**config.mk**
```make
export PLATFORM = sky130hd
export DESIGN_NAME = epwm_gen
export DESIGN_NICKNAME = d
export VERILOG_FILES = /design/src/rtl/epwm_pkg.sv /design/src/rtl/epwm_regs.sv /design/src/rtl/epwm_timebase.sv /design/src/rtl/epwm_modulator.sv /design/src/rtl/epwm_gen.sv
export SDC_FILE = /design/constraint.sdc
export NUM_CORES = 1
export LEC_CHECK = 0
export BUFFER_PORTS_ARGS = -buffer_cell sky130_fd_sc_hd__buf_2
export CAP_MARGIN = 20
export CORE_MARGIN = 2
export CORE_UTILIZATION = 61
export CTS_CLUSTER_SIZE = 16
export DETAILED_ROUTE_END_ITERATION = 7
export PLACE_DENSITY = 0.79
export RECOVER_POWER = 25
export SLEW_MARGIN = 0
export SYNTH_ARGS = -nofsm -noshare
export SYNTH_HDL_FRONTEND = slang
export SYNTH_SLANG_ARGS = --single-unit
```
**constraint.sdc**
```tcl
create_clock -name clk_i -period 8.1 [get_ports clk_i]
set_input_delay 1.62 -clock clk_i [delete_from_list [all_inputs] [get_ports clk_i]]
set_output_delay 1.62 -clock clk_i [all_outputs]
set_load 0.02 [all_outputs]
```
**src/rtl/epwm_pkg.sv**
```systemverilog
package epwm_pkg;

    localparam int unsigned NUM_OUT = 4;
    localparam int unsigned PRE_W   = 4;

    typedef enum logic [1:0] {
        STEER_SINGLE = 2'd0,
        STEER_FWD    = 2'd1,
        STEER_HALF   = 2'd2,
        STEER_REV    = 2'd3
    } steer_e;

    typedef enum logic [2:0] {
        ADDR_PERIOD = 3'd0,
        ADDR_DUTY   = 3'd1,
        ADDR_STEER  = 3'd2,
        ADDR_POL    = 3'd3,
        ADDR_DBAND  = 3'd4,
        ADDR_PSC    = 3'd5,
        ADDR_EN     = 3'd6
    } addr_e;

    typedef struct packed {
        steer_e               steer;
        logic [NUM_OUT-1:0]   pol;
        logic [1:0]           psc;
    } shape_t;

    // Number of input clocks per time-base tick for a prescale select.
    function automatic logic [PRE_W:0] psc_ticks(input logic [1:0] sel);
        case (sel)
            2'd0:    psc_ticks = (PRE_W+1)'(1);
            2'd1:    psc_ticks = (PRE_W+1)'(4);
            default: psc_ticks = (PRE_W+1)'(16);
        endcase
    endfunction

endpackage

```
**src/rtl/epwm_regs.sv**
```systemverilog
module epwm_regs
    import epwm_pkg::*;
#(
    parameter int unsigned TMR_W  = 8,
    parameter int unsigned DB_W   = 6,
    localparam int unsigned DUTY_W = TMR_W + 2
) (
    input  logic              clk_i,
    input  logic              rst_ni,
    input  logic              wr_en_i,
    input  logic [2:0]        wr_addr_i,
    input  logic [DUTY_W-1:0] wr_data_i,
    input  logic              run_i,
    input  logic              bnd_i,
    input  logic              hit_i,
    output logic              en_o,
    output logic [TMR_W-1:0]  prd_o,
    output logic [DUTY_W-1:0] duty_act_o,
    output logic [DUTY_W-1:0] duty_pend_o,
    output shape_t            shape_o,
    output logic [DB_W-1:0]   db_o
);

    typedef struct packed {
        logic              en;
        logic [TMR_W-1:0]  prd_p;
        logic [TMR_W-1:0]  prd_a;
        logic [DUTY_W-1:0] duty_p;
        logic [DUTY_W-1:0] duty_a;
        shape_t            shp_p;
        shape_t            shp_a;
        logic [DB_W-1:0]   db_p;
        logic [DB_W-1:0]   db_a;
    } regs_t;

    regs_t q, d;
    logic  load_main;
    logic  load_db;

    always_comb begin
        d = q;
        if (wr_en_i) begin
            case (addr_e'(wr_addr_i))
                ADDR_PERIOD: d.prd_p     = wr_data_i[TMR_W-1:0];
                ADDR_DUTY:   d.duty_p    = wr_data_i;
                ADDR_STEER:  d.shp_p.steer = steer_e'(wr_data_i[1:0]);
                ADDR_POL:    d.shp_p.pol = wr_data_i[NUM_OUT-1:0];
                ADDR_DBAND:  d.db_p      = wr_data_i[DB_W-1:0];
                ADDR_PSC:    d.shp_p.psc = wr_data_i[1:0];
                ADDR_EN:     d.en        = wr_data_i[0];
                default: ;
            endcase
        end
        // Idle: active side tracks pending. Running: only at boundaries.
        load_main = bnd_i || !run_i;
        load_db   = load_main || hit_i;
        if (load_main) begin
            d.prd_a  = q.prd_p;
            d.duty_a = q.duty_p;
            d.shp_a  = q.shp_p;
        end
        if (load_db) begin
            d.db_a = q.db_p;
        end
    end

    always_ff @(posedge clk_i or negedge rst_ni) begin
        if (!rst_ni) q <= '0;
        else         q <= d;
    end

    assign en_o        = q.en;
    assign prd_o       = q.prd_a;
    assign duty_act_o  = q.duty_a;
    assign duty_pend_o = q.duty_p;
    assign shape_o     = q.shp_a;
    assign db_o        = q.db_a;

    // active settings hold between boundaries while running
    a_r3_active_hold: assert property (@(posedge clk_i) disable iff (!rst_ni)
        (run_i && !bnd_i) |=> (q.duty_a == $past(q.duty_a) && q.prd_a == $past(q.prd_a)
                               && q.shp_a == $past(q.shp_a)));

    // dead band changes only at a duty or period boundary while running
    a_r8_db_hold: assert property (@(posedge clk_i) disable iff (!rst_ni)
        (run_i && !bnd_i && !hit_i) |=> (q.db_a == $past(q.db_a)));

endmodule

```
**src/rtl/epwm_timebase.sv**
```systemverilog
module epwm_timebase
    import epwm_pkg::*;
#(
    parameter int unsigned TMR_W = 8,
    localparam int unsigned TB_W = TMR_W + 2
) (
    input  logic             clk_i,
    input  logic             rst_ni,
    input  logic             en_i,
    input  logic [TMR_W-1:0] prd_i,
    input  logic [1:0]       psc_i,
    output logic             run_o,
    output logic             bnd_o,
    output logic             strobe_o,
    output logic [TB_W-1:0]  tb_next_o
);

    typedef struct packed {
        logic             run;
        logic [PRE_W-1:0] pre;
        logic [1:0]       ph;
        logic [TMR_W-1:0] tmr;
        logic             stb;
    } tb_t;

    tb_t            q, d;
    logic [PRE_W:0] lim;
    logic           pre_last;
    logic           wrap;
    logic           bnd;

    always_comb begin
        d        = q;
        d.stb    = 1'b0;
        lim      = psc_ticks(psc_i) - 1'b1;
        pre_last = ({1'b0, q.pre} == lim);
        wrap     = q.run && pre_last && (q.ph == 2'd3) && (q.tmr == prd_i);
        bnd      = en_i && (!q.run || wrap);
        if (!en_i) begin
            d.run = 1'b0;
            d.pre = '0;
            d.ph  = '0;
            d.tmr = '0;
        end else if (bnd) begin
            d.run = 1'b1;
            d.pre = '0;
            d.ph  = '0;
            d.tmr = '0;
            d.stb = 1'b1;
        end else if (pre_last) begin
            d.pre = '0;
            d.ph  = q.ph + 2'd1;
            if (q.ph == 2'd3) d.tmr = q.tmr + 1'b1;
        end else begin
            d.pre = q.pre + 1'b1;
        end
    end

    always_ff @(posedge clk_i or negedge rst_ni) begin
        if (!rst_ni) q <= '0;
        else         q <= d;
    end

    assign run_o     = q.run;
    assign bnd_o     = bnd;
    assign strobe_o  = q.stb;
    assign tb_next_o = {d.tmr, d.ph};

    // the strobe never lasts longer than one clock
    a_r1_strobe_single: assert property (@(posedge clk_i) disable iff (!rst_ni)
        q.stb |=> !q.stb);

    // the counter never passes the active period value
    a_r1_tmr_bound: assert property (@(posedge clk_i) disable iff (!rst_ni)
        q.run |-> (q.tmr <= prd_i));

    // running starts only together with a boundary strobe
    a_r4_start_strobe: assert property (@(posedge clk_i) disable iff (!rst_ni)
        $rose(q.run) |-> q.stb);

endmodule

```
**src/rtl/epwm_modulator.sv**
```systemverilog
module epwm_modulator
    import epwm_pkg::*;
#(
    parameter int unsigned TMR_W = 8,
    parameter int unsigned DB_W  = 6,
    localparam int unsigned TB_W = TMR_W + 2
) (
    input  logic               clk_i,
    input  logic               rst_ni,
    input  logic               run_i,
    input  logic               bnd_i,
    input  logic [TB_W-1:0]    tb_next_i,
    input  logic [TB_W-1:0]    duty_act_i,
    input  logic [TB_W-1:0]    duty_pend_i,
    input  steer_e             steer_i,
    input  logic [NUM_OUT-1:0] pol_i,
    input  logic [DB_W-1:0]    db_i,
    output logic               hit_o,
    output logic [NUM_OUT-1:0] pwm_o
);

    typedef struct packed {
        logic               mod;
        logic [DB_W-1:0]    dly;
        logic [NUM_OUT-1:0] out;
    } mod_t;

    mod_t               q, d;
    logic               hit;
    logic               settled;
    logic [NUM_OUT-1:0] act;
    logic [NUM_OUT-1:0] lvl;

    // Per-output level selection.
    for (genvar gi = 0; gi < NUM_OUT; gi++) begin : g_pol
        assign lvl[gi] = act[gi] ^ pol_i[gi];
    end

    always_comb begin
        d   = q;
        hit = run_i && !bnd_i && q.mod && (tb_next_i == duty_act_i);

        if (bnd_i)       d.mod = (duty_pend_i != '0);
        else if (!run_i) d.mod = 1'b0;
        else if (hit)    d.mod = 1'b0;

        if (d.mod != q.mod)   d.dly = db_i;
        else if (q.dly != '0) d.dly = q.dly - 1'b1;

        settled = (q.dly == '0);
        act     = '0;
        if (run_i) begin
            case (steer_i)
                STEER_SINGLE: act[0] = q.mod;
                STEER_FWD: begin
                    act[0] = 1'b1;
                    act[3] = q.mod;
                end
                STEER_HALF: begin
                    act[0] = q.mod && settled;
                    act[1] = !q.mod && settled;
                end
                STEER_REV: begin
                    act[2] = 1'b1;
                    act[1] = q.mod;
                end
                default: act = '0;
            endcase
        end
        d.out = lvl;
    end

    always_ff @(posedge clk_i or negedge rst_ni) begin
        if (!rst_ni) q <= '0;
        else         q <= d;
    end

    assign hit_o = hit;
    assign pwm_o = q.out;

    // when not running every output sits at its inactive level
    a_r4_idle_level: assert property (@(posedge clk_i) disable iff (!rst_ni)
        !run_i |=> (q.out == $past(pol_i)));

    // the complementary pair is never active together
    a_r7_no_overlap: assert property (@(posedge clk_i) disable iff (!rst_ni)
        (run_i && steer_i == STEER_HALF) |=>
            !((q.out[0] ^ $past(pol_i[0])) && (q.out[1] ^ $past(pol_i[1]))));

    // single-output steering leaves outputs 1..3 inactive
    a_r5_single_unused: assert property (@(posedge clk_i) disable iff (!rst_ni)
        (run_i && steer_i == STEER_SINGLE) |=> (q.out[3:1] == $past(pol_i[3:1])));

    // a zero duty never starts an active phase
    a_r2_zero_duty: assert property (@(posedge clk_i) disable iff (!rst_ni)
        (bnd_i && duty_pend_i == '0) |=> !q.mod);

endmodule

```
**src/rtl/epwm_gen.sv**
```systemverilog
module epwm_gen
    import epwm_pkg::*;
#(
    parameter int unsigned TMR_W = 8,
    parameter int unsigned DB_W  = 6,
    localparam int unsigned DUTY_W = TMR_W + 2
) (
    input  logic               clk_i,
    input  logic               rst_ni,
    input  logic               wr_en_i,
    input  logic [2:0]         wr_addr_i,
    input  logic [DUTY_W-1:0]  wr_data_i,
    output logic [NUM_OUT-1:0] pwm_o,
    output logic               period_strobe_o
);

    logic              en;
    logic              run;
    logic              bnd;
    logic              hit;
    logic [TMR_W-1:0]  prd_a;
    logic [DUTY_W-1:0] duty_a;
    logic [DUTY_W-1:0] duty_p;
    shape_t            shape_a;
    logic [DB_W-1:0]   db_a;
    logic [DUTY_W-1:0] tb_next;

    epwm_regs #(.TMR_W(TMR_W), .DB_W(DB_W)) u_regs (
        .clk_i       (clk_i),
        .rst_ni      (rst_ni),
        .wr_en_i     (wr_en_i),
        .wr_addr_i   (wr_addr_i),
        .wr_data_i   (wr_data_i),
        .run_i       (run),
        .bnd_i       (bnd),
        .hit_i       (hit),
        .en_o        (en),
        .prd_o       (prd_a),
        .duty_act_o  (duty_a),
        .duty_pend_o (duty_p),
        .shape_o     (shape_a),
        .db_o        (db_a)
    );

    epwm_timebase #(.TMR_W(TMR_W)) u_tb (
        .clk_i     (clk_i),
        .rst_ni    (rst_ni),
        .en_i      (en),
        .prd_i     (prd_a),
        .psc_i     (shape_a.psc),
        .run_o     (run),
        .bnd_o     (bnd),
        .strobe_o  (period_strobe_o),
        .tb_next_o (tb_next)
    );

    epwm_modulator #(.TMR_W(TMR_W), .DB_W(DB_W)) u_mod (
        .clk_i       (clk_i),
        .rst_ni      (rst_ni),
        .run_i       (run),
        .bnd_i       (bnd),
        .tb_next_i   (tb_next),
        .duty_act_i  (duty_a),
        .duty_pend_i (duty_p),
        .steer_i     (shape_a.steer),
        .pol_i       (shape_a.pol),
        .db_i        (db_a),
        .hit_o       (hit),
        .pwm_o       (pwm_o)
    );

endmodule

```
==> metrics.log, run 1 <==
INFO  metric worstSetupEndpointType = register
INFO  metric p_leak = 2.20 nW
INFO  metric num_antenna_cells = 0
INFO  metric clk_pin_slew_worst_paths = 0.10 ns
INFO  metric post_cts_resized = 0
INFO  metric async_flop_share = 1.00
INFO  metric design.core.area = 7250 um^2
INFO  metric report.final.setup_viol = 0
INFO  metric gp_weighted_congestion = 0.919
INFO  metric die_area = 8160 um^2
INFO  metric worstSetupEndpoint = u_mod.q[7]
INFO  metric crit_arrival = 4.28 ns
INFO  metric register_area = 2300 um^2
INFO  metric die_width = 90.3 um
INFO  metric reg2reg_from = u_tb.q[11]
INFO  metric worst-r2r-cell-count = 8
INFO  metric totalNegativeSetupSlack = 0 ns
INFO  metric cts_tree = built
INFO  metric cts_max_path_buffers = 2
INFO  metric timing.setup.critical_path_class = register to register
INFO  metric initial_utilization = 0.627
INFO  metric cts.root.buffer_cell = clkbuf_8
INFO  metric ioPinCount = 21
INFO  metric cts_setup_buffers = 0
INFO  metric hold_viol_final = 0
INFO  metric synth-warning-count = 0
INFO  metric timing.critical_path.from = u_tb.q[11]
INFO  metric outcome = finished with violations
INFO  metric start_kind = register
INFO  metric layout_min_cycle_time = 4.03 ns
INFO  metric peak_clock_frequency_supported_by_timing = 248 MHz
INFO  metric failed_checks = capacitance limit, slew limit
INFO  metric area_used_by_multi_input_combinational_logic = 2080 um^2
INFO  metric drt_wl_total = 9370 um
INFO  metric grt_antenna_before_repair = 0
INFO  metric postSynthNetCount = 446
INFO  metric layout-area-overhead-vs-synth = 6.80%
INFO  metric synthFlopType = dfrtp_1
INFO  metric post_route_clock_skew = 0.00682 ns
INFO  metric reg2reg_capture_point = u_mod.q[7]
INFO  metric layout.cells.non_filler = 543
INFO  metric slew_viol_final = 29
INFO  metric max_cap_violations = 1
INFO  metric ys_types = 58
INFO  metric fillCellCount = 566
INFO  metric cts-hold-fix-buffers = 0
INFO  metric clock_sink_count = 92
INFO  metric synth_enable_flop_cells = 0
INFO  metric worst-r2r-setup-slack = 4.07 ns
INFO  metric worst-path-buf-inv = 0
INFO  metric hold_class = register to register
INFO  metric synth.avg_cell_area = 10.7 um^2
INFO  metric crit_slowest_cell = or4_1
INFO  metric post_synth_inst_count = 426
INFO  metric remaining_drc_errors = 0
INFO  metric crit_fanout = 11
INFO  metric place.detailed.instances = 526
INFO  metric core.rowCount = 31
INFO  metric max_slew.worst_pin.slew = 1.52 ns
INFO  metric worst_path_dominant_cell_family = compound AO/OA/AOI/OAI gates
INFO  metric grt_use_total = 0.246
INFO  metric worst_slew_margin_rel = -0.0106
INFO  metric worst_ep_required_time = 8.35 ns
INFO  metric via_per_inst = 5.88
INFO  metric synth_sequential_area_ratio = 0.506
INFO  metric worstPathCellList = and3_1 -> o21a_1 -> o2111ai_1 -> nand2_1 -> or4_1 -> a32o_2 -> o41ai_4 -> mux2_1
INFO  metric grt_max_degree = 66
INFO  metric post-layout-total-power = 0.00138 W
INFO  metric grt_setup_unrepaired = false
INFO  metric dp.final_hpwl = 6940 um
INFO  metric wire_length_of_the_first_global_routing_pass = 16000 um
INFO  metric detail_route.first_pass.iterations = 4
INFO  metric power.ir.vdd_worst = 0.142 mV
INFO  metric overflow = 0
INFO  metric vias = 3194
INFO  metric critical_path_cell_count = 8
INFO  metric synth_area = 4550 um^2
INFO  metric cts_max_level = 3
INFO  metric tritoncts.num_buffers = 9
INFO  metric timing.final.crit_share = 0.498
INFO  metric number_of_storage_elements_in_the_synthesis_netlist = 92
INFO  metric detail-route-antenna-nets = 0
INFO  metric power.density_cell_area = 285 nW/um^2
INFO  metric clock_insertion_delay_at_the_later_pin_of_the_skew_report = 0.36 ns
INFO  metric drive_above_1_share = 0.176
INFO  metric slowest_delay = 0.63 ns
INFO  metric first_global_vias = 3158
INFO  metric port_buf_inserts = 20
INFO  metric drtIter0Drc = 223
INFO  metric design.final.nets = 459
INFO  metric die_y = 90.3 um
INFO  metric wl_per_cell = 17.3 um
## layout by cell type, fill, tap and decap left out, types with 3 or more instances in the layout
cell	n
a211oi_1	6
a21o_1	4
a21oi_1	9
and3_1	6
and4_1	3
buf_2	19
clkbuf_8	9
dfrtp_1	92
ha_1	4
inv_1	11
mux2_1	11
mux2_2	36
mux2i_1	3
nand2_1	81
nand3_1	13
nand4_1	4
nand4b_1	4
nor2_1	18
nor3_1	12
nor3b_1	4
nor4_1	6
o2111ai_1	3
o211ai_1	12
o21a_1	3
o21ai_0	5
xnor2_1	11
xor2_1	12
## cell families after synthesis
family	after synthesis	synth area share
buf+inv	32	0.0322
fa+ha+maj	4	0.0110
mux	50	0.123
xor+xnor	23	0.0443
flops	92	0.506
compound gates	59	0.106
simple gates	166	0.177
## synth_stat cells (3+ instances only)
cell type	instances	area [um^2]
a211oi_1	6	45.0
a21o_1	4	30.0
a21oi_1	9	45.0
and3_1	6	37.5
and4_1	3	26.3
buf_2	3	15.0
buf_4	4	30.0
clkbuf_1	12	45.0
dfrtp_1	92	2300
ha_1	4	50.1
inv_1	11	41.3
mux2_1	11	124
mux2_2	36	405
mux2i_1	3	30.0
nand2_1	81	304
nand3_1	13	65.1
nand4_1	4	25.0
nand4b_1	4	35.0
nor2_1	18	67.6
nor3_1	11	55.1
nor3b_1	4	30.0
nor4_1	6	37.5
o211ai_1	12	90.1
o21ai_0	5	25.0
xnor2_1	11	96.3
xor2_1	12	105
## flip-flops by register name, indices dropped and copies added (netlist names), 6 cells and up
name and count:
u_regs.q 22, u_tb.q 14, u_regs.duty_act_o 10, u_regs.duty_pend_o 10, u_regs.prd_o 8, u_regs.shape_o 8, u_mod.q 7, u_regs.db_o 6
## power breakdown
part	switching [W]	leakage, nW	internal, W	total, W
registers	0.000115	1.14	0.000587	0.000702
clock network	0.000176	0.0911	0.000119	0.000295
logic	0.000212	0.969	0.000176	0.000388
total	0.000503	2.20	0.000882	0.00138
## through the flow
| stage | util | instance area [um^2] | setup slack (ns) | hold WS, ns |
|---|---|---|---|---|
| 2_1_floorplan | - | 4550 | 5.00 | 0.440 |
| 3_3_place_gp | 0.646 | 4680 | 4.51 | 0.458 |
| 3_5_place_dp | 0.646 | 4680 | 4.39 | 0.466 |
| 4_1_cts | 0.672 | 4870 | 4.37 | 0.488 |
| 5_1_grt | 0.669 | 4850 | 3.79 | 0.508 |
| 6_report | 0.669 | 4850 | 4.07 | 0.490 |
## metal layers
layer | vias up | GRT usage | wire, um
li1 | 1538 | - | -
met1 | 1559 | 0.360 | 4410
met2 | 84 | 0.370 | 4290
met3 | 13 | 0.0543 | 486
met4 | 0 | 0.0795 | 191
met5 | - | 0 | 0
## worst min path at each step
stage                              start                end  slack [ns]  cells after the start
after floorplan             u_regs.q[23]  u_regs.shape_o[3]        0.44                      2
after global placement      u_regs.q[60]    u_regs.prd_o[4]        0.46                      2
after detailed placement    u_regs.q[60]    u_regs.prd_o[4]        0.47                      2
after CTS                   u_regs.q[60]    u_regs.prd_o[4]        0.49                      2
after global routing      u_regs.db_o[2]     u_regs.db_o[2]        0.51                      1
final                     u_regs.db_o[2]     u_regs.db_o[2]        0.49                      1
## cell type report
class,instances,area share
Clock buffer,9,0.0255
Clock inverter,7,0.0142
Inverter,11,0.00851
Multi-Input combinational cell,302,0.428
Sequential cell,92,0.474
Tap cell,99,0.0255
Timing Repair Buffer,23,0.0242
No activity file was read; power rests on OpenSTA's default activity.
==> inputs of run 2 (changes only) <==
clock period = 3.9 ns   (was 8.1 ns; I/O delays follow)
==> run 2 against run 1 <==
  * The run still ends with capacitance limit, slew limit left
  * Setup slack lost 3.6 ns
  * First-iteration DRC count down 29%
  * Non-clock buffer count rose by 4
  * Via count rose by 0.31%
  * Clock power is 120% higher
  * Fmax is 19% higher
  * Largest cell class unchanged
  * Largest power group unchanged
==> metrics.log, run 2 (same netlist as run 1, synthesis figures left out) <==
INFO  metric ioPinCount = 21 (unchanged)
INFO  metric design.core.area = 7250 um^2 (unchanged)
INFO  metric max_cap_violations = 1 (unchanged)
INFO  metric layout-area-overhead-vs-synth = 8.01%
INFO  metric cts_setup_buffers = 0 (unchanged)
INFO  metric gp_weighted_congestion = 0.907 (-1.3%)
INFO  metric holdPathStages = 1 (unchanged)
INFO  metric layout_min_cycle_time = 3.40 ns (-0.636 ns)
INFO  metric layout.cells.non_filler = 547 (+0.74%)
INFO  metric worst_ep_required_time = 4.14 ns (-4.21 ns)
INFO  metric failed_checks = capacitance limit, slew limit
INFO  metric max_slew.worst_pin.slew = 1.97 ns (+0.456 ns)
INFO  metric cts_tree = built
INFO  metric dp.final_hpwl = 7140 um (+2.9%)
INFO  metric worst-r2r-cell-count = 8 (unchanged)
INFO  metric largest_register = u_regs.q
INFO  metric detail-route-antenna-nets = 0 (unchanged)
INFO  metric report.final.setup_viol = 0 (unchanged)
INFO  metric crit_arrival = 3.64 ns (-0.64 ns)
INFO  metric drive_above_1_share = 0.190 (+0.0141)
INFO  metric mostFrequentLayoutCell = dfrtp_1
INFO  metric p_leak = 2.22 nW (+0.73%)
INFO  metric core.rowCount = 31 (unchanged)
INFO  metric grt_setup_unrepaired = false
INFO  metric timing.final.crit_share = 0.871 (+0.373)
INFO  metric reg2reg_from = u_tb.q[12]
INFO  metric clock_insertion_delay_at_the_later_pin_of_the_skew_report = 0.36 ns (about the same)
INFO  metric vias = 3204 (+0.31%)
INFO  metric slew_viol_final = 37 (+28%)
INFO  metric grt_use_total = 0.259 (+0.0133)
INFO  metric worstSetupEndpointType = register
INFO  metric largest_register_ff_count = 22 (unchanged)
INFO  metric overflow = 0 (unchanged)
INFO  metric post-route-worst-setup-slack = 0.504 ns (-3.56 ns)
INFO  metric cts_max_level = 3 (unchanged)
INFO  metric reg2reg_capture_point = u_regs.db_o[4]
INFO  metric hold-worst-slack = 0.475 ns (-0.0149 ns)
INFO  metric post_cts_resized = 0 (unchanged)
INFO  metric num_antenna_cells = 0 (unchanged)
INFO  metric worst_hold_path.endpoint = u_mod.pwm_o[3]
INFO  metric timing.hold.worst.start = u_regs.shape_o[5]
INFO  metric remaining_drc_errors = 0 (unchanged)
INFO  metric initial_utilization = 0.627 (unchanged)
INFO  metric via_per_inst = 5.86 (-0.42%)
INFO  metric port_buf_inserts = 20 (unchanged)
INFO  metric die_area = 8160 um^2 (unchanged)
INFO  metric outcome = finished with violations
INFO  metric post_route_clock_skew = 0.0138 ns (+0.00698 ns)
INFO  metric die_width = 90.3 um (unchanged)
INFO  metric grt_max_degree = 37 (-44%)
INFO  metric cts.root.buffer_cell = clkbuf_8
INFO  metric detail_route.first_pass.iterations = 4 (unchanged)
INFO  metric place_worst_setup_slack = 0.529 ns (-3.86 ns)
INFO  metric hold_class = register to register
INFO  metric worst_slew_margin_rel = -0.315 (-0.304)
INFO  metric worst-r2r-setup-slack = 0.50 ns (-3.56 ns)
INFO  metric hold_viol_final = 0 (unchanged)
INFO  metric wl_per_cell = 17.9 um (+3.5%)
INFO  metric drt_wl_total = 9770 um (+4.3%)
INFO  metric die_y = 90.3 um (unchanged)
INFO  metric design.final.nets = 463 (+0.87%)
INFO  metric fillCellCount = 585 (+3.4%)
INFO  metric crit_fanout = 7 (-4)
INFO  metric clock_sink_count = 92 (unchanged)
INFO  metric peak_clock_frequency_supported_by_timing = 294 MHz (+19%)
INFO  metric clk_pin_slew_worst_paths = 0.10 ns (about the same)
INFO  metric power.density_cell_area = 599 nW/um^2 (+110%)
INFO  metric power.ir.vdd_worst = 0.336 mV (+140%)
INFO  metric first_global_vias = 3289 (+4.1%)
INFO  metric place.detailed.instances = 531 (+0.95%)
INFO  metric start_kind = register
INFO  metric finalCoreUtilization = 0.677 (+0.00759)
INFO  metric cts_max_path_buffers = 2 (unchanged)
INFO  metric drtIter0Drc = 158 (-29%)
INFO  metric timing.setup.critical_path_class = register to register
INFO  metric layout_top_registers = u_regs.q x22, u_tb.q x14
INFO  metric cts-hold-fix-buffers = 0 (unchanged)
INFO  metric mostFrequentLayoutCells = 92 x dfrtp_1, 81 x nand2_1, 36 x mux2_2, 18 x nor2_1, 18 x buf_2
INFO  metric grt_antenna_before_repair = 0 (unchanged)
INFO  metric wire_length_of_the_first_global_routing_pass = 16600 um (+3.7%)
INFO  metric tritoncts.num_buffers = 9 (unchanged)
INFO  metric totalNegativeSetupSlack = 0 ns (unchanged)
-- run 2: critical path: stages (launching register included) --
cell and delay (ns):
dfrtp_1 0.45, nor3_2 0.45, o21ai_1 0.27, a21oi_1 0.29, nor2_1 0.07, or4_1 0.47
a32o_2 0.33, o41ai_4 0.57, mux2_1 0.39
-- run 2: routing by layer --
metal	up-vias	share of wire	wire length, um	global-route usage
met5	-	0	0	0
met4	0	0.018	174	0.0744
met3	14	0.037	360	0.0518
met2	74	0.46	4540	0.400
met1	1572	0.48	4700	0.378
li1	1544	-	-	-
-- run 2: cell type report --
type | count | area (um^2) | area share
Clock buffer | 10 | 128 | 0.0260
Inverter | 11 | 41.3 | 0.00841
Clock inverter | 6 | 70.1 | 0.0143
Multi-Input combinational cell | 302 | 2100 | 0.427
Sequential cell | 92 | 2300 | 0.469
Timing Repair Buffer | 27 | 148 | 0.0301
Tap cell | 99 | 124 | 0.0252
-- run 2: where the power goes --
part	internal [W]	switching (W)	leakage, nW
logic	0.000378	0.000459	0.986
registers	0.00122	0.000243	1.14
clock network	0.000301	0.000342	0.0895
-- run 2: how the worst max path moves through the flow --
stage,endpoint,slack [ns],from
final,u_regs.db_o[4],0.50,u_tb.q[12]
after global routing,u_mod.q[6],0.24,u_tb.q[12]
after CTS,u_regs.db_o[1],0.49,u_tb.q[11]
after detailed placement,u_mod.q[5],0.53,u_tb.q[11]
after global placement,u_mod.q[5],0.61,u_tb.q[12]
after floorplan,u_mod.q[4],0.80,u_tb.q[11]
-- run 2: through the flow --
stage	power, W	cell area (um^2)
6_report	0.00294	4910
5_1_grt	0.00312	4910
4_1_cts	0.00295	4920
3_5_place_dp	0.00230	4720
3_3_place_gp	0.00225	4720
2_1_floorplan	0.00207	4550
==> inputs of run 3 (changes only) <==
ABC_AREA = 1   (was default)
==> run 3 against run 2 <==
  * The run still ends with capacitance limit, slew limit left
  * Global-route usage is 0.66 points lower
  * Die area is 3.2% lower
  * Setup slack better by 0.77 ns
  * Highest routed layer unchanged
==> metrics.log, run 3 <==
INFO  metric crit_arrival = 2.88 ns (-0.76 ns)
INFO  metric totalNegativeSetupSlack = 0 ns (unchanged)
INFO  metric grt_antenna_before_repair = 0 (unchanged)
INFO  metric post-synth-top-area-cell = dfrtp_1
INFO  metric hold-worst-slack = 0.491 ns (+0.0155 ns)
INFO  metric report.final.setup_viol = 0 (unchanged)
INFO  metric cts_setup_buffers = 0 (unchanged)
INFO  metric worst_slew_margin_rel = -0.446 (-0.132)
INFO  metric ioPinCount = 21 (unchanged)
INFO  metric synth_area = 4390 um^2 (-3.3%)
INFO  metric synth_sequential_area_ratio = 0.524 (+0.0174)
INFO  metric power.density_cell_area = 675 nW/um^2 (+13%)
INFO  metric drtIter0Drc = 261 (+65%)
INFO  metric largest_register_ff_count = 22 (unchanged)
INFO  metric overflow = 0 (unchanged)
INFO  metric grt_max_degree = 51 (+38%)
INFO  metric number_of_storage_elements_in_the_synthesis_netlist = 92 (unchanged)
INFO  metric busiest_layer = met2
INFO  metric globalRouteMet2Util = 0.390 (-0.0103)
INFO  metric yosys.cell_count.top_type = nand2_1
INFO  metric worst_ep_required_time = 4.16 ns (+0.02 ns)
INFO  metric clockPowerShare = 0.248 (+0.030)
INFO  metric power.ir.vdd_worst = 0.330 mV (-1.5%)
INFO  metric async_flop_share = 1.00 (unchanged)
INFO  metric core.rowCount = 30 (-3.2%)
INFO  metric layout_min_cycle_time = 2.62 ns (-0.772 ns)
INFO  metric synth_top_area_share = 0.524 (+0.0174)
INFO  metric timing.setup.critical_path_class = register to register
INFO  metric synth.avg_cell_area = 8.31 um^2 (-22%)
INFO  metric hold_viol_final = 0 (unchanged)
INFO  metric wl_per_cell = 14.1 um (-21%)
INFO  metric timing.final.crit_share = 0.673 (-0.198)
INFO  metric mostFrequentLayoutCells = 143 x nand2_1, 92 x dfrtp_1, 68 x inv_1, 50 x nor2_1, 49 x o21ai_0
INFO  metric vias = 3419 (+6.7%)
INFO  metric via_per_inst = 5.28 (-9.8%)
INFO  metric power_frac_comb = 0.306 (+0.021)
INFO  metric sequentialPowerShare = 0.446 (-0.051)
INFO  metric crit_fanout = 18 (+11)
INFO  metric remaining_drc_errors = 0 (unchanged)
INFO  metric switchingPower = 0.00119 W (+14%)
INFO  metric hold_class = register to register
INFO  metric gp_weighted_congestion = 0.856 (-5.6%)
INFO  metric dp.final_hpwl = 6430 um (-9.9%)
INFO  metric cts_max_path_buffers = 2 (unchanged)
INFO  metric cts_max_level = 3 (unchanged)
INFO  metric mostFrequentLayoutCell = nand2_1
INFO  metric initial_utilization = 0.640 (+0.0130)
INFO  metric detail-route-antenna-nets = 0 (unchanged)
INFO  metric post_synth_inst_count = 529 (+24%)
INFO  metric max_slew.worst_pin.slew = 2.17 ns (+0.197 ns)
INFO  metric first_global_vias = 3174 (-3.5%)
INFO  metric ys_types = 31 (-47%)
INFO  metric synthTopCellsByArea = dfrtp_1 52%, nand2_1 12%, inv_1 5.8%
INFO  metric design.core.area = 6870 um^2 (-5.3%)
INFO  metric die_area = 7900 um^2 (-3.2%)
INFO  metric post_route_clock_skew = 0.0121 ns (-0.00168 ns)
INFO  metric worstSetupEndpointType = register
INFO  metric die_width = 88.9 um (-1.6%)
INFO  metric synth-warning-count = 0 (unchanged)
INFO  metric drive_above_1_share = 0.131 (-0.0591)
INFO  metric layout_top_registers = u_regs.q x22, u_tb.q x14
INFO  metric use_met3 = 0.0485 (-0.00325)
INFO  metric max_cap_violations = 1 (unchanged)
INFO  metric largest_register = u_regs.q
INFO  metric fillCellCount = 556 (-5.0%)
INFO  metric grt_setup_unrepaired = false
INFO  metric failed_checks = capacitance limit, slew limit
INFO  metric peak_clock_frequency_supported_by_timing = 381 MHz (+29%)
INFO  metric wire_length_of_the_first_global_routing_pass = 14900 um (-10%)
INFO  metric postSynthNetCount = 549 (+23%)
INFO  metric drt_wl_total = 9140 um (-6.5%)
INFO  metric met1_resource_use_gr = 0.360 (-0.0188)
INFO  metric p_leak = 2.49 nW (+12%)
INFO  metric num_antenna_cells = 0 (unchanged)
INFO  metric synthFlopType = dfrtp_1
INFO  metric synth_enable_flop_cells = 0 (unchanged)
INFO  metric clk_pin_slew_worst_paths = 0.10 ns (about the same)
INFO  metric layout-area-overhead-vs-synth = 9.14%
INFO  metric start_kind = register
INFO  metric slew_viol_final = 43 (+16%)
INFO  metric post_synth_most_frequent_cells = 143 x nand2_1, 92 x dfrtp_1, 68 x inv_1
INFO  metric cts_tree = built
INFO  metric post_cts_resized = 0 (unchanged)
INFO  metric swShare = 0.367 (+0.0118)
INFO  metric tritoncts.num_buffers = 9 (unchanged)
INFO  metric outcome = finished with violations
INFO  metric port_buf_inserts = 20 (unchanged)
INFO  metric clock_insertion_delay_at_the_later_pin_of_the_skew_report = 0.36 ns (about the same)
INFO  metric grt_use_total = 0.253 (-0.00661)
INFO  metric cts-hold-fix-buffers = 0 (unchanged)
INFO  metric clock_sink_count = 92 (unchanged)
INFO  metric die_y = 88.9 um (-1.6%)
INFO  metric cts.root.buffer_cell = clkbuf_8
INFO  metric design.final.nets = 566 (+22%)
INFO  metric cellInternalPower = 0.00205 W (+8.1%)
INFO  metric detail_route.first_pass.iterations = 5 (+1)
==> run 3: worst max-delay path: stages (launching register included) <==
cell     delay [ns]
dfrtp_1        0.41
inv_1          0.09
nand2_1        0.06
nand2_1        0.07
nand2_2        0.09
nand3_4        0.10
inv_2          0.07
nand2_4        0.09
nand3_4        0.20
nor2_1         0.28
nand2_1        0.08
nand2_1        0.07
nand2_1        0.05
nor2_1         0.10
nand3_2        0.11
o21ai_2        0.38
nand2_1        0.13
o21ai_0        0.14
==> run 3: worst paths after layout <==
path | from | end | slack, ns | cells past startpoint
setup / recovery | u_regs.shape_o[1] | u_regs.db_o[2] | 1.28 | 17
hold / removal | u_regs.duty_pend_o[4] | u_regs.duty_pend_o[4] | 0.49 | 2
setup reg to reg | u_regs.shape_o[1] | u_regs.db_o[2] | 1.28 | 17
hold reg to reg | u_regs.duty_pend_o[4] | u_regs.duty_pend_o[4] | 0.49 | 2
max in group asynchronous | rst_ni | u_tb.strobe_o | 1.49 | 2
min in group asynchronous | rst_ni | u_regs.q[62] | 0.54 | 2
==> run 3: stage by stage <==
| step | power [W] | instance area, um^2 | utilization | setup slack, ns | std cells |
|---|---|---|---|---|---|
| 2_1_floorplan | 0.00219 | 4390 | - | 1.79 | 529 |
| 3_3_place_gp | 0.00238 | 4550 | 0.662 | 1.49 | 631 |
| 3_5_place_dp | 0.00242 | 4550 | 0.662 | 1.39 | 631 |
| 4_1_cts | 0.00324 | 4800 | 0.699 | 1.29 | 647 |
| 5_1_grt | 0.00345 | 4800 | 0.698 | 1.03 | 647 |
| 6_report | 0.00324 | 4800 | 0.698 | 1.28 | 647 |
==> run 3: kinds of logic after synthesis <==
family                   count (synthesis)  synth area share
AND/OR/NAND/NOR                        245             0.243
AO/OA/AOI/OAI                           77            0.0925
XOR/XNOR                                12            0.0239
adder cells (fa/ha/maj)                  4            0.0114
flip-flops                              92             0.524
buffers and inverters                   91            0.0846
multiplexers                             8            0.0205
==> run 3: metal layers <==
metal  routed length [um]  up-vias
li1                     -     1692
met1                 4270     1609
met2                 4220      102
met3                  506       16
met4                  136        0
met5                    0        -
==> run 3: area by class of cell <==
class	count	area, um^2	area share
Clock buffer	10	138	0.0287
Clock inverter	6	116	0.0243
Inverter	74	278	0.0579
Multi-Input combinational cell	346	1720	0.359
Sequential cell	92	2300	0.480
Tap cell	96	120	0.0250
Timing Repair Buffer	23	121	0.0253
==> run 3: power groups by stage <==
stage                     logic (W)  registers (W)  clock network (W)
after floorplan            0.000807        0.00138                  0
after global placement     0.000939        0.00144                  0
after detailed placement   0.000973        0.00145                  0
after CTS                  0.000993        0.00144           0.000807
after global routing        0.00113        0.00147           0.000852
final                      0.000991        0.00144           0.000803
